File: src/rtl/mdet_pkg.sv
package mdet_pkg;
  typedef struct packed {
    logic vpol;
    logic hpol;
    logic vmiss;
    logic hmiss;
  } sync_flags_t;

  localparam int unsigned JITTER_TOL = 1;
endpackage

File: src/rtl/sync_chan.sv
module sync_chan #(
  parameter int unsigned CW = 16,
  parameter int unsigned TO = 65536
) (
  input  logic          clk_i,
  input  logic          rst_ni,
  input  logic          sync_i,
  input  logic          tick_i,
  output logic          pol_o,
  output logic          miss_o,
  output logic          act_o,
  output logic          to_o,
  output logic [CW-1:0] per_o
);
  localparam int unsigned IW = $clog2(TO) + 1;
  localparam logic [CW-1:0] CMAX = '1;

  logic [2:0]    s_q;
  logic          rise, fall, edge_d;
  logic [CW-1:0] ph_q, hi_q, lo_q, per_q;
  logic          seen_hi_q, seen_lo_q, vld_q;
  logic [IW-1:0] idle_q;
  logic [CW-1:0] hi_n, lo_n;

  assign rise   = s_q[1] & ~s_q[2];
  assign fall   = ~s_q[1] & s_q[2];
  assign edge_d = rise | fall;
  assign act_o  = pol_o ? fall : rise;
  assign to_o   = tick_i & ~edge_d & (idle_q == IW'(TO - 1));
  assign hi_n   = fall ? ph_q : hi_q;
  assign lo_n   = rise ? ph_q : lo_q;

  always_ff @(posedge clk_i or negedge rst_ni) begin
    if (!rst_ni) begin
      s_q       <= '0;
      ph_q      <= '0;
      hi_q      <= '0;
      lo_q      <= '0;
      seen_hi_q <= 1'b0;
      seen_lo_q <= 1'b0;
      pol_o     <= 1'b0;
    end else begin
      s_q <= {s_q[1:0], sync_i};
      if (edge_d) ph_q <= tick_i ? CW'(1) : '0;
      else if (tick_i && ph_q != CMAX) ph_q <= ph_q + 1'b1;
      hi_q <= hi_n;
      lo_q <= lo_n;
      if (fall) seen_hi_q <= 1'b1;
      if (rise) seen_lo_q <= 1'b1;
      // shorter phase is the pulse
      if (edge_d && (seen_hi_q | fall) && (seen_lo_q | rise) && hi_n != lo_n)
        pol_o <= (hi_n < lo_n);
    end
  end

  always_ff @(posedge clk_i or negedge rst_ni) begin
    if (!rst_ni) begin
      per_q  <= '0;
      per_o  <= '0;
      vld_q  <= 1'b0;
      idle_q <= '0;
      miss_o <= 1'b0;
    end else begin
      if (act_o) begin
        per_q <= tick_i ? CW'(1) : '0;
        vld_q <= 1'b1;
        if (vld_q) per_o <= per_q;
      end else if (tick_i && per_q != CMAX) begin
        per_q <= per_q + 1'b1;
      end
      if (edge_d) begin
        idle_q <= '0;
        miss_o <= 1'b0;
      end else if (to_o) begin
        idle_q <= '0;
        miss_o <= 1'b1;
        vld_q  <= 1'b0;
      end else if (tick_i) begin
        idle_q <= idle_q + 1'b1;
      end
    end
  end
endmodule

File: src/rtl/mode_cmp.sv
module mode_cmp
  import mdet_pkg::*;
#(
  parameter int unsigned LINE_W = 12,
  parameter int unsigned LEN_W  = 16
) (
  input  logic              clk_i,
  input  logic              rst_ni,
  input  sync_flags_t       flags_i,
  input  logic [LINE_W-1:0] lines_i,
  input  logic [LEN_W-1:0]  len_i,
  input  logic              wr_en_i,
  input  logic              wr_clr_i,
  output logic              irq_no
);
  sync_flags_t       snap_flags_q;
  logic [LINE_W-1:0] snap_lines_q, d_lines;
  logic [LEN_W-1:0]  snap_len_q, d_len;
  logic              chg, irq_q;

  assign d_lines = (lines_i > snap_lines_q) ? lines_i - snap_lines_q : snap_lines_q - lines_i;
  assign d_len   = (len_i > snap_len_q) ? len_i - snap_len_q : snap_len_q - len_i;
  assign chg     = (flags_i != snap_flags_q) ||
                   (d_lines > LINE_W'(JITTER_TOL)) ||
                   (d_len > LEN_W'(JITTER_TOL));
  assign irq_no  = ~irq_q;

  always_ff @(posedge clk_i or negedge rst_ni) begin
    if (!rst_ni) begin
      snap_flags_q <= '0;
      snap_lines_q <= '0;
      snap_len_q   <= '0;
      irq_q        <= 1'b0;
    end else begin
      if (chg) begin
        snap_flags_q <= flags_i;
        snap_lines_q <= lines_i;
        snap_len_q   <= len_i;
      end
      // set beats clear
      if (chg) irq_q <= 1'b1;
      else if (wr_en_i && wr_clr_i) irq_q <= 1'b0;
    end
  end
endmodule

File: src/rtl/sync_mode_det.sv
module sync_mode_det
  import mdet_pkg::*;
#(
  parameter int unsigned LEN_W  = 16,
  parameter int unsigned LINE_W = 12,
  parameter int unsigned H_TO   = 65536,
  parameter int unsigned V_TO   = 4095
) (
  input  logic              clk_i,
  input  logic              rst_ni,
  input  logic              hsync_i,
  input  logic              vsync_i,
  input  logic              double_pix_i,
  input  logic              wr_en_i,
  input  logic              wr_clr_i,
  output logic              hpol_o,
  output logic              vpol_o,
  output logic              hmiss_o,
  output logic              vmiss_o,
  output logic [LEN_W-1:0]  line_len_o,
  output logic [LINE_W-1:0] frame_lines_o,
  output logic              irq_no
);
  logic        half_q, ref_tick;
  logic        h_act, h_to, line_tick;
  logic        v_act, v_to;
  sync_flags_t flags;

  always_ff @(posedge clk_i or negedge rst_ni) begin
    if (!rst_ni) half_q <= 1'b0;
    else         half_q <= ~half_q;
  end
  assign ref_tick  = double_pix_i | half_q;
  assign line_tick = h_act | h_to;

  sync_chan #(.CW(LEN_W), .TO(H_TO)) h_chan_i (
    .clk_i  (clk_i),
    .rst_ni (rst_ni),
    .sync_i (hsync_i),
    .tick_i (ref_tick),
    .pol_o  (hpol_o),
    .miss_o (hmiss_o),
    .act_o  (h_act),
    .to_o   (h_to),
    .per_o  (line_len_o)
  );

  sync_chan #(.CW(LINE_W), .TO(V_TO)) v_chan_i (
    .clk_i  (clk_i),
    .rst_ni (rst_ni),
    .sync_i (vsync_i),
    .tick_i (line_tick),
    .pol_o  (vpol_o),
    .miss_o (vmiss_o),
    .act_o  (v_act),
    .to_o   (v_to),
    .per_o  (frame_lines_o)
  );

  assign flags = '{vpol: vpol_o, hpol: hpol_o, vmiss: vmiss_o, hmiss: hmiss_o};

  mode_cmp #(.LINE_W(LINE_W), .LEN_W(LEN_W)) cmp_i (
    .clk_i    (clk_i),
    .rst_ni   (rst_ni),
    .flags_i  (flags),
    .lines_i  (frame_lines_o),
    .len_i    (line_len_o),
    .wr_en_i  (wr_en_i),
    .wr_clr_i (wr_clr_i),
    .irq_no   (irq_no)
  );
endmodule

File: config.mk
export PLATFORM = sky130hd
export DESIGN_NAME = sync_mode_det
export DESIGN_NICKNAME = d
export VERILOG_FILES = /design/src/rtl/mdet_pkg.sv /design/src/rtl/sync_chan.sv /design/src/rtl/mode_cmp.sv /design/src/rtl/sync_mode_det.sv
export SDC_FILE = /design/constraint.sdc
export NUM_CORES = 1
export LEC_CHECK = 0
export BUFFER_PORTS_ARGS = -buffer_cell sky130_fd_sc_hd__clkbuf_2
export CAP_MARGIN = 10
export CORE_UTILIZATION = 45
export DETAILED_ROUTE_END_ITERATION = 12
export PLACE_DENSITY = 0.6
export SLEW_MARGIN = 0
export SYNTH_ARGS = -nofsm -noshare
export SYNTH_HDL_FRONTEND = slang
export SYNTH_HIERARCHICAL = 1
export SYNTH_SLANG_ARGS = --single-unit
File: constraint.sdc
create_clock -name clk_i -period 3.3 [get_ports clk_i]
set_clock_uncertainty 0.1 [all_clocks]
set_input_delay 0.165 -clock clk_i [delete_from_list [all_inputs] [get_ports clk_i]]
set_output_delay 0.165 -clock clk_i [all_outputs]
set_load 0.03 [all_outputs]
==> reports/results.txt <==
Synth area leader: dfrtp_1
reg-to-reg setup timing slack: -0.18 ns
top post-synthesis cells by area: dfrtp_1 (41%), ha_1 (8.7%), mux2_2 (4.7%)
grt ovf: 0
Routability Congestion: 0.904
CTS Buf Count: 25
asr flop ratio synth: 1.00
Hold Path Class: input pin to asynchronous set/reset pin
Synth top cells by count: dfrtp_1 (220), inv_1 (124), ha_1 (93), nor2_1 (92), a21oi_1 (74)
worst r2r dst: cmp_i/snap_lines_q[11]
register bit total from synthesis: 220
startpoint types: flip-flop
vias per cell: 5.40
EDFF count, synth: 0
total core area: 28,900 µm²
P&R area growth vs syn: 19.4%
outcome: finished with violations
Util after Layout: 0.550
critical path peak fanout: 7
Crit path required time: 3.61 ns
Int Power: 6.93 mW
Final Total Pwr: 10.6 mW
Fillers: 2,595
Static Leakage: 7.77 nW
initial antenna violation count: 0
first-pass GRT wire length: 50.3 mm
largest net degree at the start of global routing: 98
worst skew pair latency: 0.53 ns
WL final: 29.7 mm
crit end category: flip-flop
top-count cell post-synth: dfrtp_1
post-detail-place hpwl: 21.8 mm
combinational fraction of design power: 0.449
layout cells sized above 1: 0.229
r2r worst-path depth: 15
max-cap violation count: 0
I/O pins: 40
r2r startpoint: cmp_i/snap_len_q[0]
cell area after synthesis: 13,300 µm²
proportion of netlist area held by the largest area contributor: 0.414
Relative slew margins: 0.439
clk buf depth: 3
final hold violation count: 0
TritonRoute pass-1 iters: 5
die area: 30,200 µm²
die width: 174 µm
Port Buffers: 39
DP Worst Slack: -0.354 ns
Starting Density: 0.461
Switching Share: 0.346
fin crit share: 1.05
Mapped Cells: 1,355
wire length per cell: 15.5 µm
critical path cell sequence: buf_4 -> ha_4 -> inv_1 -> fa_2 -> a211oi_2 -> o211ai_1 -> nand3_1 -> a21o_1 -> or4_1 -> nor3_2 -> o2bb2ai_1 -> nor4_2 -> nand4_1 -> buf_6 -> mux2_4
Flop pwr share: 0.293
initial detailed-routing violation count: 715
max frequency: 0.287 GHz
violations in the final reports: setup timing
CP max stage cell: or4_1
n_diodes: 0
synth warn: 6
CTS tree: built
CP delay by family, top: simple AND/OR/NAND/NOR gates
Synth Flop Type: dfrtp_1
Post-route DRC: 0
CTS sink cnt: 220
sequential area share after synthesis: 0.414
fin. max-slew vios: 0
WS Path Type: flip-flop to flip-flop
Total Nets Final: 1,613
H-Tree Level Count: 1
CP Buf/Inv Count: 3
Crit path arrival time: 3.79 ns
final worst slack: -0.179 ns
Tot GR Track Use: 0.199
final instance area: 15,900 µm²
clk root buf: clkbuf_16
FP Rows: 62
RSZ-0062 raised after global routing: yes
# setup viols final: 29
Distinct cells, synth: 85
Vias: 10,323
syn avg cell area: 9.82 µm²
Crit path largest cell delay: 0.48 ns
DRT antenna net count: 0
clk slew on worst S/H paths: 0.06 ns
Worst VDD drop: 0.411 mV
minimum clock period: 3.48 ns
Area after DPL: 14,800 µm²
Clock Power Share: 0.258
PD cells: 668 nW/µm²
worst-margin pin slew: 0.842 ns
Switch Pwr: 3.67 mW
number of global-route vias before repair: 10,088
die height: 174 µm
syn_nets: 1,459
[cells by family after synthesis]
family	count (synthesis)	synth area share
buffers and inverters	181	0.0549
AND/OR/NAND/NOR	420	0.175
adder cells (fa/ha/maj)	97	0.0935
flip-flops	220	0.414
multiplexers	112	0.0897
AO/OA/AOI/OAI	255	0.127
XOR/XNOR	70	0.0461
[power groups by stage]
stage	sequential, mW	clock, mW	combinational, mW
finish	3.10	2.74	4.76
global route	3.13	2.93	5.23
CTS	3.10	2.83	4.62
detailed placement	3.15	0	4.56
global placement	3.14	0	4.54
floorplan	3.21	0	2.79
[cells in the final DEF (no fill, tap or decap), types with 52 or more instances in the layout]
master and instances:
a21oi_1 71, buf_4 130, dfrtp_1 205, ha_1 90, inv_1 119, mux2_2 55, mux2i_1 52, nand2_1 66
nor2_1 92
[worst max-delay path by stage]
stage / start / to / slack (ns) / depth (start not counted)
2_1_floorplan: h_chan_i/per_o[0] / cmp_i/snap_len_q[15] / -0.03 / 14
5_1_grt: cmp_i/snap_len_q[0] / cmp_i/snap_len_q[1] / -0.38 / 17
3_5_place_dp: cmp_i/snap_len_q[0] / cmp_i/snap_len_q[1] / -0.35 / 17
4_1_cts: cmp_i/snap_len_q[0] / cmp_i/snap_len_q[1] / -0.32 / 17
6_report: cmp_i/snap_len_q[0] / cmp_i/snap_lines_q[11] / -0.18 / 15
3_3_place_gp: cmp_i/snap_len_q[0] / cmp_i/snap_lines_q[11] / -0.32 / 16
[layout make-up]
cell class,count,area [µm²],area share
inverter,126,473,0.0298
multi-input combinational,954,7210,0.454
clock buffer,37,751,0.0473
timing repair buffer,182,1370,0.0864
clock inverter,8,71.3,0.00449
sequential,220,5520,0.348
tap,384,480,0.0303
[sequential cells by signal, summed over array words and instances (netlist names), 13 cells and up]
signal and flops:
h_chan_i/idle_q 17, cmp_i/snap_len_q 16, h_chan_i/hi_q 16, h_chan_i/per_q 16, h_chan_i/per_o 16, v_chan_i/idle_q 13
h_chan_i/lo_q 16, h_chan_i/ph_q 16
[per-stage QoR]
stage / hold slack (ns) / TNS [ns] / std cells
6_report: 0.126 / -4.26 / 1911
2_1_floorplan: -0.231 / -0.0693 / 1355
5_1_grt: 0.180 / -9.80 / 1911
4_1_cts: 0.163 / -8.11 / 1908
3_5_place_dp: 0.156 / -9.29 / 1855
3_3_place_gp: 0.152 / -8.58 / 1855
[per-layer routing]
layer	share of wire	wire (µm)	track usage	vias up
met4	0.017	512	0.0490	0
met3	0.029	854	0.0171	43
met5	0	0	0	-
met1	0.49	14600	0.286	4989
li1	-	-	-	5125
met2	0.46	13700	0.323	166
[timing repair]
| item | CTS | global route |
|---|---|---|
| hold buffers | 5 | 0 |
| pin swaps | 11 | 13 |
| endpoints found under the setup margin | 30 | 45 |
| cloned | 1 | 0 |
| setup buffers | 2 | 3 |
| endpoints found under the hold margin | 97 | 0 |
| resized for setup | 7 | 22 |
No activity file was read; power rests on OpenSTA's default activity.
